===== config.mk =====
export PLATFORM = sky130hd
export DESIGN_NAME = fbk_charge_seq
export DESIGN_NICKNAME = d
export VERILOG_FILES = /design/src/rtl/fbk_pkg.sv /design/src/rtl/fbk_sync.sv /design/src/rtl/fbk_en_filter.sv /design/src/rtl/fbk_mode_track.sv /design/src/rtl/fbk_charge_seq.sv
export SDC_FILE = /design/constraint.sdc
export NUM_CORES = 1
export LEC_CHECK = 0
export ABC_AREA = 1
export BUFFER_PORTS_ARGS = -buffer_cell sky130_fd_sc_hd__buf_2
export CAP_MARGIN = 20
export CORE_ASPECT_RATIO = 1.5
export CORE_MARGIN = 2
export CORE_UTILIZATION = 50
export DETAILED_ROUTE_END_ITERATION = 8
export PLACE_DENSITY = 0.68
export SYNTH_ARGS = -nofsm -noshare
export SYNTH_HDL_FRONTEND = slang
export SYNTH_SLANG_ARGS = --single-unit

===== constraint.sdc =====
create_clock -name clk -period 3.37 [get_ports clk]
set_input_delay 0.674 -clock clk [delete_from_list [all_inputs] [get_ports clk]]
set_output_delay 0.674 -clock clk [all_outputs]
set_load 0.03 [all_outputs]

===== src/rtl/fbk_pkg.sv =====
// Package: shared state encoding for the flyback charge sequencer.
package fbk_pkg;
    typedef enum logic [2:0] {
        ST_IDLE = 3'd0,   // standby, switch off
        ST_ON   = 3'd1,   // switch conducting
        ST_OFF  = 3'd2,   // switch off, waiting for next cycle
        ST_DONE = 3'd3,   // target reached
        ST_HALT = 3'd4    // recharge paused by halt request
    } fbk_state_e;
endpackage


===== src/rtl/fbk_sync.sv =====
// Module: fbk_sync
// Two-flop synchroniser for a bus of independent asynchronous flags.
// Assumes each bit is a slow level; no bus coherence is implied.
module fbk_sync #(
    parameter int W = 1
) (
    input  logic         clk,
    input  logic         rst_n,
    input  logic [W-1:0] d_i,
    output logic [W-1:0] q_o
);
    logic [W-1:0] meta_q;

    // Two register stages, cleared by reset.
    always_ff @(posedge clk) begin
        if (!rst_n) begin
            meta_q <= '0;
            q_o    <= '0;
        end else begin
            meta_q <= d_i;
            q_o    <= meta_q;
        end
    end
endmodule


===== src/rtl/fbk_en_filter.sv =====
// Module: fbk_en_filter
// Accepts a new level of the enable only after it has differed from the
// accepted level for FILT_CYC consecutive cycles. Input must be synchronous.
module fbk_en_filter #(
    parameter int FILT_CYC = 1000
) (
    input  logic clk,
    input  logic rst_n,
    input  logic raw_i,
    output logic filt_o
);
    localparam int CW = $clog2(FILT_CYC + 1);
    localparam logic [CW-1:0] CNT_LAST = CW'(FILT_CYC - 1);

    logic [CW-1:0] cnt_q;

    // Count cycles of disagreement; commit the new level at the limit.
    always_ff @(posedge clk) begin
        if (!rst_n) begin
            cnt_q  <= '0;
            filt_o <= 1'b0;
        end else if (raw_i == filt_o) begin
            cnt_q <= '0;
        end else if (cnt_q == CNT_LAST) begin
            filt_o <= raw_i;
            cnt_q  <= '0;
        end else begin
            cnt_q <= cnt_q + 1'b1;
        end
    end

    // the accepted level moves only once the count has run out
    assert_filter_hold_R2: assert property (@(posedge clk) disable iff (!rst_n)
        (filt_o != $past(filt_o)) |-> ($past(cnt_q) == CNT_LAST));
endmodule


===== src/rtl/fbk_mode_track.sv =====
// Module: fbk_mode_track
// Tracks consecutive soft-start off-times that saw a valley; after FAST_CNT
// in a row it sets a sticky fast-mode flag, cleared only by clr_i.
module fbk_mode_track #(
    parameter int FAST_CNT = 4
) (
    input  logic clk,
    input  logic rst_n,
    input  logic clr_i,
    input  logic off_end_i,
    input  logic valley_hit_i,
    output logic fast_o
);
    localparam int SW = $clog2(FAST_CNT + 1);
    localparam logic [SW-1:0] STREAK_LAST = SW'(FAST_CNT - 1);

    logic [SW-1:0] streak_q;

    // Streak counter and sticky mode flag.
    always_ff @(posedge clk) begin
        if (!rst_n || clr_i) begin
            streak_q <= '0;
            fast_o   <= 1'b0;
        end else if (off_end_i && !fast_o) begin
            if (!valley_hit_i) begin
                streak_q <= '0;
            end else if (streak_q == STREAK_LAST) begin
                streak_q <= '0;
                fast_o   <= 1'b1;
            end else begin
                streak_q <= streak_q + 1'b1;
            end
        end
    end

    // fast mode is entered only at the end of a valley-qualified off-time
    assert_fast_entry_R5: assert property (@(posedge clk) disable iff (!rst_n)
        $rose(fast_o) |-> $past(off_end_i && valley_hit_i));
endmodule


===== src/rtl/fbk_charge_seq.sv =====
// Module: fbk_charge_seq
// Switching sequencer of a flyback capacitor charger. Drives one gate from
// synchronised comparator flags: soft-start fixed off-time, valley-triggered
// fast mode, current-limit / max on-time, completion, regulated recharge,
// halt and undervoltage lockout. All timers are in clock cycles.
module fbk_charge_seq
    import fbk_pkg::*;
#(
    parameter int FILT_CYC = 1000,
    parameter int TON_MAX  = 900,
    parameter int TOFF_FIX = 900,
    parameter int TOFF_MAX = 900,
    parameter int FAST_CNT = 4
) (
    input  logic clk,
    input  logic rst_n,
    input  logic chg_en_i,
    input  logic ilim_i,
    input  logic valley_i,
    input  logic target_i,
    input  logic reg_low_i,
    input  logic reg_off_i,
    input  logic uvlo_i,
    input  logic halt_i,
    output logic gate_o,
    output logic done_n_o
);
    localparam int TMAX_A = (TON_MAX > TOFF_FIX) ? TON_MAX : TOFF_FIX;
    localparam int TMAX   = (TMAX_A > TOFF_MAX) ? TMAX_A : TOFF_MAX;
    localparam int TW     = $clog2(TMAX + 1);
    localparam logic [TW-1:0] T_ON_LAST   = TW'(TON_MAX - 1);
    localparam logic [TW-1:0] T_FIX_LAST  = TW'(TOFF_FIX - 1);
    localparam logic [TW-1:0] T_OMAX_LAST = TW'(TOFF_MAX - 1);
    localparam int NFLAG = 8;

    logic [NFLAG-1:0] flag_raw, flag_s;
    logic chg_s, ilim_s, valley_s, target_s, reg_low_s, reg_off_s, uvlo_s, halt_s;
    logic en_f;
    logic fast;
    fbk_state_e state_q, state_d;
    logic [TW-1:0] tmr_q;
    logic recharge_q;
    logic valley_seen_q;
    logic off_end;
    logic idle_clr;

    assign flag_raw = {chg_en_i, ilim_i, valley_i, target_i,
                       reg_low_i, reg_off_i, uvlo_i, halt_i};
    assign {chg_s, ilim_s, valley_s, target_s,
            reg_low_s, reg_off_s, uvlo_s, halt_s} = flag_s;

    fbk_sync #(.W(NFLAG)) u_sync (
        .clk   (clk),
        .rst_n (rst_n),
        .d_i   (flag_raw),
        .q_o   (flag_s)
    );

    fbk_en_filter #(.FILT_CYC(FILT_CYC)) u_en_filter (
        .clk    (clk),
        .rst_n  (rst_n),
        .raw_i  (chg_s),
        .filt_o (en_f)
    );

    assign off_end  = (state_q == ST_OFF) && (state_d == ST_ON) && !fast;
    assign idle_clr = (state_q == ST_IDLE);

    fbk_mode_track #(.FAST_CNT(FAST_CNT)) u_mode (
        .clk          (clk),
        .rst_n        (rst_n),
        .clr_i        (idle_clr),
        .off_end_i    (off_end),
        .valley_hit_i (valley_seen_q | valley_s),
        .fast_o       (fast)
    );

    // Next-state decision; enable loss and UVLO take priority over all else.
    always_comb begin
        state_d = state_q;
        if (!en_f || uvlo_s) begin
            state_d = ST_IDLE;
        end else begin
            unique case (state_q)
                ST_IDLE: state_d = ST_ON;
                ST_ON: begin
                    if (target_s)                    state_d = ST_DONE;
                    else if (halt_s && recharge_q)   state_d = ST_HALT;
                    else if (ilim_s || tmr_q == T_ON_LAST) state_d = ST_OFF;
                end
                ST_OFF: begin
                    if (target_s)                    state_d = ST_DONE;
                    else if (halt_s && recharge_q)   state_d = ST_HALT;
                    else if (fast) begin
                        if (valley_s || tmr_q == T_OMAX_LAST) state_d = ST_ON;
                    end else if (tmr_q == T_FIX_LAST) begin
                        state_d = ST_ON;
                    end
                end
                ST_DONE: begin
                    if (!reg_off_s && reg_low_s)
                        state_d = halt_s ? ST_HALT : ST_ON;
                end
                ST_HALT: begin
                    if (target_s)     state_d = ST_DONE;
                    else if (!halt_s) state_d = ST_ON;
                end
                default: state_d = ST_IDLE;
            endcase
        end
    end

    // State register and per-phase cycle timer.
    always_ff @(posedge clk) begin
        if (!rst_n) begin
            state_q <= ST_IDLE;
            tmr_q   <= '0;
        end else begin
            state_q <= state_d;
            if (state_d != state_q)
                tmr_q <= '0;
            else if (state_q == ST_ON || state_q == ST_OFF)
                tmr_q <= tmr_q + 1'b1;
        end
    end

    // Recharge flag: set when leaving completion, cleared in standby.
    always_ff @(posedge clk) begin
        if (!rst_n || state_q == ST_IDLE)
            recharge_q <= 1'b0;
        else if (state_q == ST_DONE && state_d != ST_DONE)
            recharge_q <= 1'b1;
    end

    // Valley memory over the current off-time.
    always_ff @(posedge clk) begin
        if (!rst_n || state_q != ST_OFF)
            valley_seen_q <= 1'b0;
        else if (valley_s)
            valley_seen_q <= 1'b1;
    end

    assign gate_o   = (state_q == ST_ON);
    assign done_n_o = (state_q != ST_DONE);

    // Run-length of the gate-high phase, used only by the checks below.
    logic [TW-1:0] on_run_q;
    always_ff @(posedge clk) begin
        if (!rst_n || !gate_o) on_run_q <= '0;
        else                   on_run_q <= on_run_q + 1'b1;
    end

    // no on-time lasts longer than TON_MAX cycles
    assert_ton_limit_R3: assert property (@(posedge clk) disable iff (!rst_n)
        gate_o |-> (on_run_q < TW'(TON_MAX)));

    // undervoltage switches the gate off on the next edge
    assert_uvlo_off_R12: assert property (@(posedge clk) disable iff (!rst_n)
        uvlo_s |=> !gate_o);

    // halt during a recharge keeps the gate off
    assert_halt_stop_R11: assert property (@(posedge clk) disable iff (!rst_n)
        (halt_s && recharge_q) |=> !gate_o);

    // done is asserted only after a target trip was seen
    assert_done_cause_R7: assert property (@(posedge clk) disable iff (!rst_n)
        $fell(done_n_o) |-> $past(target_s));

    // filtered enable low turns the gate off and releases done
    assert_enable_low_R10: assert property (@(posedge clk) disable iff (!rst_n)
        !en_f |=> (!gate_o && done_n_o));
endmodule


==> impl_metrics.tcl, run 1 <==
set metrics [dict create \
    start_util_pct 52.5 \
    synth-seq-cells 46 \
    yosys_warnings 0 \
    die_w_microns 56.9 \
    place_congestion 0.841 \
    fmax_ghz 0.501 \
    finalCriticalPeriod_ns 2.00 \
    crit_top_cell "inv_1" \
    cts_resized 0 \
    rows 28 \
    hold_viol 0 \
    wl_microns 3520 \
    yosysSeqAreaShare_pct 43.9 \
    setup_viol_count_final 0 \
    antenna_cells 0 \
    io_pins 12 \
    synth_async_sr_flop_share_pct 0 \
    grt-ovfl-total 0 \
    synth_nets 297 \
    cp_cell_sequence "inv_1 > nand3_1 > inv_1 > buf_2" \
    r2r-start "tmr_q[0]$_SDFFE_PP0N_" \
    cellPowerDensity_nw_per_um2 410 \
    cts-root-buf "clkbuf_8" \
    critPathRequiredTime_ns 2.70 \
    pre_cts_ws_ns 1.43 \
    place_hpwl_microns 2740 \
    numPortBuffers 11 \
    wl_per_cell_microns 10.2 \
    status "completed" \
    postRouteAntennaNets 0 \
    first_global_vias 1675 \
    nets 313 \
    tns_ns 0 \
    core_area_sq_um 3990 \
    stdcell_area_sq_um 2300 \
    grt_max_degree 21 \
    crit_start "state_q[1]$_SDFF_PN0_" \
    antenna_found_initial 0 \
    power_mw 0.942 \
    ctsHoldBuffers 0 \
    vias 1707 \
    post_cts_buffers 0 \
    vias_per_cell 4.93 \
    clock_path_buffers 2 \
    syn-cell-area_sq_um 2100 \
    fin_crit_sh_pct 59.2 \
    finalMaxSlewViolations 0 \
    min_path_type "reg -> reg" \
    cts_sinks 46 \
    slowest_stage "dfxtp_1" \
    drv_cap 0 \
    drive_gt1_share_pct 14.6 \
    clk_pin_slew_ns 0.08 \
    syn2layout_area_growth_pct 9.61 \
    worst_setup_path_end_kind "output pin" \
    relSlewSlack_pct 76.1 \
    drt_iter0_markers 61 \
    insertion_delay_ns 0.30 \
    nFillCells 391 \
    grt_usage_pct 17.2 \
    cts_made_buffers 5 \
    regArea_sq_um 921 \
    critPathKind "reg -> out" \
    synth-main-ff-cell "dfxtp_1" \
    crit_path_start_kind "flop" \
    finalClockSkew_ns 0.00448 \
    min_from "u_sync.meta_q[3]$_SDFF_PN0_" \
    cts_max_level 2 \
    worst_pin_slew_ns 0.358 \
    fin_ws_ns 1.37 \
    die_area_sq_um 4740 \
    leakage_nw 1.02 \
    placed_area_sq_um 2200 \
    cts_tree "yes" \
    route.detailed.drc 0 \
    cp_data_arrival_time_ns 1.32 \
    synth_cell_types 30 \
    die_h_microns 83.3 \
    synth_edf_count 0 \
    grt_setup_unrepaired "no" \
    cpPeakStageDelay_ns 0.44 \
    grt_pass1_wl_microns 6480 \
    multi_input_area_sq_um 930 \
    syn_inst 284 \
    path_max_fanout 6 \
    peakVddDrop_mv 0.341 \
    avgSynthCellArea_sq_um 7.38 \
    first_pass_iters 4 \
]
cells by family (layout without fill, tap and decap cells):
family                     after synthesis  in the layout  synth area share [%]
DFF                                     46             46                  43.9
xor gates and xnor gates                 9              9                  3.76
muxes                                    1              1                 0.478
and+or+nand+nor                        132            132                  30.7
buffers and inverters                   65             82                  11.7
adders and majority gates                3              3                  1.79
AOI/OAI and AO/OA                       28             28                  7.58
worst paths after layout:
| check | endpoint | slack [ns] | cells after the start |
|---|---|---|---|
| setup / recovery | gate_o | 1.37 | 4 |
| hold / removal | u_sync.q_o[3]$_SDFF_PN0_ | 0.42 | 2 |
| setup reg to reg | tmr_q[8]$_SDFFE_PP0N_ | 1.42 | 13 |
| hold reg to reg | u_sync.q_o[3]$_SDFF_PN0_ | 0.42 | 2 |
synthesized netlist by cell type (3+ instances only):
library cell  instances  area, sq um
inv_1                54          203
nand2_1              56          210
dfxtp_1              46          921
clkinv_1              3         11.3
nand3_1              19         95.1
nand4_1               7         43.8
a21oi_1              14         70.1
o21ai_0               7         35.0
xor2_1                6         52.6
nor3_2               11          110
inv_2                 6         22.5
nor2_1               24         90.1
nor3_1                8         40.0
ha_1                  3         37.5
xnor2_1               3         26.3
power breakdown:
part | internal [mW] | leakage [nW] | switching (mW)
clock | 0.169 | 0.0478 | 0.190
combinational | 0.0103 | 0.603 | 0.0170
sequential | 0.552 | 0.374 | 0.00323
flip-flops by register name, summed over array words and instances, names as in the netlist, 3 cells and up:
signal             flops
tmr_q                 10
u_en_filter.cnt_q     10
state_q                3
u_sync.meta_q          8
u_sync.q_o             8
u_mode.streak_q        3
cell usage in the layout (no fill, tap or decap):
cell and instances:
nand2_2 2, clkinvlp_4 1, xnor2_1 3, nand3_4 1, inv_1 54, clkinv_1 3
inv_6 1, o2111ai_1 1, xor2_1 6, buf_2 11, nand3_1 19, ha_1 3
nand2_1 56, o211ai_1 1, nor4_1 1, o21ai_2 1, nor2_1 24, o22ai_1 1
nor3_1 8, o21ai_1 1, o21ai_0 7, clkbuf_8 6, nor3_2 11, a31o_2 1
a21oi_1 14, nand4_1 7, dfxtp_1 46, inv_2 6, nor2_2 2, or2_1 1
a21oi_2 1, mux2i_1 1
per-stage QoR:
stage               utilization, %  hold slack (ns)  std cells
floorplan                        -            0.390        284
global placement              55.0            0.392        338
CTS                           57.5            0.419        346
global route                  57.5            0.435        346
detailed placement            55.0            0.398        338
finish                        57.5            0.416        346
layout make-up:
cell class	count	share of cell area, %
clock buffers	6	3.59
clock inverters	2	0.708
inverters	63	10.3
multi-input cells	173	40.5
flip-flops and latches	46	40.1
well taps	45	2.45
repair buffers	11	2.40
critical path, delay by kind of cell, from the launching register on:
kind / cells / cell delay (ns)
buf+inv: 3 / 0.39
flops: 1 / 0.44
simple gates: 1 / 0.18
routing by layer:
layer,up-vias,GRT usage [%],wire length [microns],share of wire (%)
li1,916,-,-,-
met1,753,17.3,1410,40
met2,26,30.7,1900,54
met3,12,4.83,108,3.1
met4,0,9.51,104,3.0
met5,-,0,0,0
(Power assumes the default switching activity.)
==> run 2: changes to the inputs <==
- ABC_AREA: 1 -> 0
- PLACE_DENSITY: 0.68 -> 0.71
- clock period: 3.37 -> 1.8 ns (I/O delays scaled with it)
==> run 2 against run 1 <==
  * The run now ends with negative setup slack left
  * Non-clock buffer count increased by 43
  * Combinational power increased by 100%
  * Critical path depth increased by 1
  * Synthesized cell count decreased by 18%
  * Area after synthesis increased by 0.96%
  * Global-route usage increased by 5.2 points
  * Sequential share of layout area decreased by 7.2 points
  * Utilization increased by 11 points
  * Register-to-register slack got worse by 1.5 ns
  * Critical path type is now reg -> reg
  * Critical endpoint is now tmr_q[2]$_SDFFE_PP0N_
  * Largest cell class unchanged
==> impl_metrics.tcl, run 2 <==
set metrics [dict create \
    pre_cts_ws_ns -0.159 \
    whs_path_depth 2 \
    nFillCells 348 \
    grt_usage_pct 22.3 \
    cts_sinks 46 \
    grt_pass1_wl_microns 8380 \
    vias 1905 \
    wl_microns 4920 \
    drv_cap 0 \
    worst_setup_path_end_kind "flop" \
    worst_pin_slew_ns 0.503 \
    clk_pin_slew_ns 0.09 \
    synth_area_leaders "dfxtp_1, and2_1, nor4_1" \
    reg.largest.list "tmr_q (10), u_en_filter.cnt_q (10)" \
    avgSynthCellArea_sq_um 9.12 \
    cellPowerDensity_nw_per_um2 712 \
    cts_made_buffers 5 \
    multi_input_area_sq_um 1280 \
    hold_viol 0 \
    core_area_sq_um 4140 \
    synth_edf_count 0 \
    synth-main-ff-cell "dfxtp_1" \
    crit_path_start_kind "flop" \
    finalCriticalPeriod_ns 1.88 \
    place_hpwl_microns 3330 \
    yosys.area.top_type "dfxtp_1" \
    numPortBuffers 11 \
    antenna_cells 0 \
    critPathKind "reg -> reg" \
    first_global_vias 1954 \
    grt-ovfl-total 0 \
    cts-root-buf "clkbuf_8" \
    regArea_sq_um 933 \
    antenna_found_initial 0 \
    violations "negative setup slack" \
    grt_max_degree 21 \
    finalMaxSlewViolations 0 \
    die_w_microns 57.1 \
    insertion_delay_ns 0.30 \
    yosysMostFrequentCell "dfxtp_1" \
    die_area_sq_um 4780 \
    fin_ws_ns -0.0792 \
    layout.cells.non_filler 335 \
    critPathRequiredTime_ns 1.98 \
    vias_per_cell 5.69 \
    ys_top_cells_by_count "dfxtp_1, and2_1, nand2_1, nor2_1, nor4_1" \
    timing.rr.end "tmr_q[2]$_SDFFE_PP0N_" \
    yosysSeqAreaShare_pct 43.5 \
    syn-cell-area_sq_um 2120 \
    wl_per_cell_microns 14.7 \
    place_congestion 0.946 \
    cp_data_arrival_time_ns 2.06 \
    relSlewSlack_pct 66.4 \
    leakage_nw 1.09 \
    fmax_ghz 0.532 \
    synth_nets 245 \
    syn_inst 232 \
    grt_setup_unrepaired "yes" \
    rows 29 \
    setup_viol_count_final 11 \
    io_pins 12 \
    synth_cell_types 47 \
    postRouteAntennaNets 0 \
    yosys.area.top_type_share_pct 43.5 \
    status "complete, but fails checks" \
    timing.reg2reg.setup_slack_ns -0.08 \
    start_util_pct 51.1 \
    crit_start "tmr_q[3]$_SDFFE_PP0N_" \
    clock_path_buffers 2 \
    min_path_type "in -> reg" \
    mostFrequentLayoutCells "buf_4, dfxtp_1, and2_1" \
    dp.cells 324 \
    die_h_microns 83.7 \
    worst_hold_path.endpoint "u_sync.meta_q[4]$_SDFF_PN0_" \
    r2r-start "tmr_q[3]$_SDFFE_PP0N_" \
    syn2layout_area_growth_pct 34.1 \
    synth-seq-cells 46 \
    route.detailed.drc 0 \
    nets 301 \
    drive_gt1_share_pct 33.2 \
    min_from "target_i" \
    reg2reg_depth 5 \
    drt_iter0_markers 35 \
    path_max_fanout 5 \
    synth_async_sr_flop_share_pct 0 \
    whs_ns 0.264 \
    cts_tree "yes" \
    peakVddDrop_mv 0.778 \
    first_pass_iters 4 \
    finalClockSkew_ns 0.00700 \
    fin_crit_sh_pct 104 \
    cts_max_level 2 \
    yosys_warnings 0 \
]
run 2: final cells by class:
| type | instances | area share [%] |
|---|---|---|
| Multi-Input combinational cell | 171 | 45.0 |
| Inverter | 10 | 1.32 |
| Clock buffer | 6 | 2.91 |
| Timing Repair Buffer | 54 | 13.7 |
| Tap cell | 46 | 2.03 |
| Clock inverter | 2 | 2.12 |
| Sequential cell | 46 | 32.9 |
run 2: cell families (layout without fill, tap and decap cells):
group                    after synthesis  in the layout  share of synthesized area (%)
AND/OR/NAND/NOR                      108            108                           28.7
multiplexers                           4              4                           1.89
flip-flops                            46             46                           43.5
XOR/XNOR                              18             18                           7.45
adder cells (fa/ha/maj)                3              3                           1.77
buffers and inverters                 16             72                           3.07
AO/OA/AOI/OAI                         37             38                           13.6
run 2: worst max path at each step:
stage                                        to  slack (ns)  depth (start not counted)
after floorplan           tmr_q[3]$_SDFFE_PP0N_       -0.06                          5
after global placement    tmr_q[3]$_SDFFE_PP0N_       -0.09                          5
after detailed placement  tmr_q[1]$_SDFFE_PP0N_       -0.16                          5
after CTS                 tmr_q[6]$_SDFFE_PP0N_       -0.05                          5
after global routing      tmr_q[3]$_SDFFE_PP0N_       -0.13                          6
final                     tmr_q[2]$_SDFFE_PP0N_       -0.08                          5
run 2: power by group:
group | leakage [nW] | switching (mW) | internal [mW]
sequential | 0.378 | 0.00735 | 1.03
combinational | 0.643 | 0.0260 | 0.0287
clock | 0.0714 | 0.335 | 0.592
run 2: metal layers:
layer,track usage [%],share of wire (%),vias up
met5,0,0,-
met4,11.6,3.2,0
met3,3.57,3.0,17
met2,41.2,55,47
met1,23.3,38,888
li1,-,-,953
run 2: what timing repair did:
| item | in CTS | in global routing |
|---|---|---|
| resized for setup | 19 | 12 |
| hold buffers | 0 | 0 |
| setup endpoints to repair | 15 | 17 |
| setup buffers | 1 | 0 |
| endpoints found under the hold margin | 0 | 0 |
| cloned | 2 | 0 |
| pin swaps | 5 | 4 |
run 2: critical path: stages, from the launching register on:
cell and delay (ns):
dfxtp_2 0.33, or3_4 0.39, o31a_1 0.29, or4b_4 0.53
o2111ai_4 0.14, nor4_1 0.08
run 2: metrics by stage:
step,setup TNS [ns],area (sq um),utilization (%),total power [mW]
floorplan,-0.607,2130,-,1.09
global placement,-0.946,2520,61.0,1.11
detailed placement,-1.38,2520,61.0,1.11
CTS,-0.485,2780,67.2,2.05
global route,-1.37,2840,68.6,2.09
finish,-0.616,2840,68.6,2.02
==> run 3: changes to the inputs <==
- RECOVER_POWER: default -> 50
==> run 3 against run 2 <==
  * The flow still finishes with violations (negative setup slack)
  * Via count fell by 1.2%
  * Register-to-register slack about the same
  * Sequential share of layout area up 0.058 points
  * Hold slack got worse by 0.00083 ns
  * Critical path type unchanged
  * Critical endpoint unchanged
==> impl_metrics.tcl, run 3 (synthesis results as in run 2) <==
set metrics [dict create \
    postRouteAntennaNets 0 \
    clk_pin_slew_ns 0.09 \
    wl_per_cell_microns 14.7 \
    mostFrequentLayoutCells "dfxtp_1, buf_4, nand2_1" \
    power_frac_seq_pct 51.4 \
    drive_gt1_share_pct 32.5 \
    place_hpwl_microns 3330 \
    r2r-start "tmr_q[3]$_SDFFE_PP0N_" \
    pre_cts_ws_ns -0.159 \
    cts_tree "yes" \
    grt.met3_usage_pct 3.57 \
    numPortBuffers 11 \
    reg.largest.list "tmr_q (10), u_en_filter.cnt_q (10)" \
    first_pass_iters 4 \
    die_w_microns 57.1 \
    hold_viol 0 \
    timing.rr.end "tmr_q[2]$_SDFFE_PP0N_" \
    violations "negative setup slack" \
    fin_crit_sh_pct 104 \
    vias_per_cell 5.62 \
    critPathKind "reg -> reg" \
    swShare_pct 18.3 \
    min_from "target_i" \
    cts_max_level 2 \
    grt.met2_usage_pct 41.2 \
    grt_usage_pct 22.3 \
    relSlewSlack_pct 62.6 \
    whs_path_depth 2 \
    finalClockSkew_ns 0.00848 \
    cp_cell_sequence "or3_4 > o31a_1 > or4b_4 > o2111ai_4 > nor4_1" \
    rows 29 \
    timing.reg2reg.setup_slack_ns -0.08 \
    antenna_cells 0 \
    whs_ns 0.263 \
    grt-ovfl-total 0 \
    fmax_ghz 0.532 \
    grt_max_degree 21 \
    vias 1882 \
    mostFrequentLayoutCell "dfxtp_1" \
    worst_pin_slew_ns 0.561 \
    grt_setup_unrepaired "yes" \
    drv_cap 0 \
    worst-path-buf-inv 0 \
    route.detailed.drc 0 \
    leakage_nw 1.08 \
    insertion_delay_ns 0.30 \
    grt_pass1_wl_microns 8380 \
    worst_hold_path.endpoint "u_sync.meta_q[4]$_SDFF_PN0_" \
    nets 301 \
    cp_top_family "simple AND/OR/NAND/NOR gates" \
    crit_path_start_kind "flop" \
    reg2reg_depth 5 \
    peakVddDrop_mv 0.783 \
    cts-root-buf "clkbuf_8" \
    cellPowerDensity_nw_per_um2 713 \
    final_core_util_pct 68.5 \
    grt_busiest_layer "met2" \
    fin_ws_ns -0.0804 \
    slowest_stage "or4b_4" \
    min_path_type "in -> reg" \
    cts_made_buffers 5 \
    critPathRequiredTime_ns 1.98 \
    worst_setup_path_end_kind "flop" \
    die_h_microns 83.7 \
    cpPeakStageDelay_ns 0.53 \
    clock_path_buffers 2 \
    wl_microns 4910 \
    first_global_vias 1954 \
    finalMaxSlewViolations 0 \
    path_max_fanout 5 \
    setup_viol_count_final 12 \
    comb_power_share_pct 2.6 \
    place_congestion 0.946 \
    syn2layout_area_growth_pct 33.9 \
    internal_power_mw 1.65 \
    drt_iter0_markers 31 \
    io_pins 12 \
    cp_data_arrival_time_ns 2.06 \
    grtUsageMet1_pct 23.3 \
    finalCriticalPeriod_ns 1.88 \
    status "complete, but fails checks" \
    start_util_pct 51.1 \
    power_switching_mw 0.370 \
    ctsHoldBuffers 0 \
    die_area_sq_um 4780 \
    p_clk_share_pct 46.0 \
    cts_sinks 46 \
    core_area_sq_um 4140 \
    antenna_found_initial 0 \
]
run 3: per-layer routing:
metal | routed length [microns] | vias up
met5 | 0 | -
met4 | 161 | 0
met3 | 114 | 18
met2 | 2720 | 38
met1 | 1920 | 878
li1 | - | 948
run 3: through the flow:
step / area (sq um) / total power, mW / instances / TNS [ns]
finish: 2830 / 2.02 / 335 / -0.644
CTS: 2780 / 2.05 / 335 / -0.485
floorplan: 2130 / 1.09 / 232 / -0.607
global route: 2830 / 2.09 / 335 / -1.37
global placement: 2520 / 1.11 / 324 / -0.946
detailed placement: 2520 / 1.11 / 324 / -1.38
run 3: area by class of cell:
cell class,instances,area (sq um)
clock buffer,6,82.6
multi-input combinational,171,1280
timing repair buffer,54,384
clock inverter,2,60.1
fill,348,1300
inverter,10,37.5
sequential,46,933
tap,46,57.6
run 3: worst max-delay path by stage:
stage	startpoint	end	cells past startpoint
after floorplan	tmr_q[3]$_SDFFE_PP0N_	tmr_q[3]$_SDFFE_PP0N_	5
after global placement	state_q[1]$_SDFF_PN0_	tmr_q[3]$_SDFFE_PP0N_	5
after detailed placement	state_q[1]$_SDFF_PN0_	tmr_q[1]$_SDFFE_PP0N_	5
after CTS	tmr_q[3]$_SDFFE_PP0N_	tmr_q[6]$_SDFFE_PP0N_	5
after global routing	state_q[0]$_SDFF_PN0_	tmr_q[3]$_SDFFE_PP0N_	6
final	tmr_q[3]$_SDFFE_PP0N_	tmr_q[2]$_SDFFE_PP0N_	5
run 3: power by group through the flow:
stage / Clock (mW) / Sequential [mW] / Combinational (mW)
after CTS: 0.953 / 1.04 / 0.0532
final: 0.928 / 1.04 / 0.0528
after floorplan: 0 / 1.06 / 0.0294
after global routing: 0.991 / 1.04 / 0.0582
after detailed placement: 0 / 1.07 / 0.0491
after global placement: 0 / 1.06 / 0.0474
run 3: what timing repair did:
action                                  4_1_cts  5_1_grt
resized for setup                            19       12
gates cloned                                  2        0
pin swaps                                     5        4
setup buffers                                 1        0
endpoints found under the setup margin       15       17
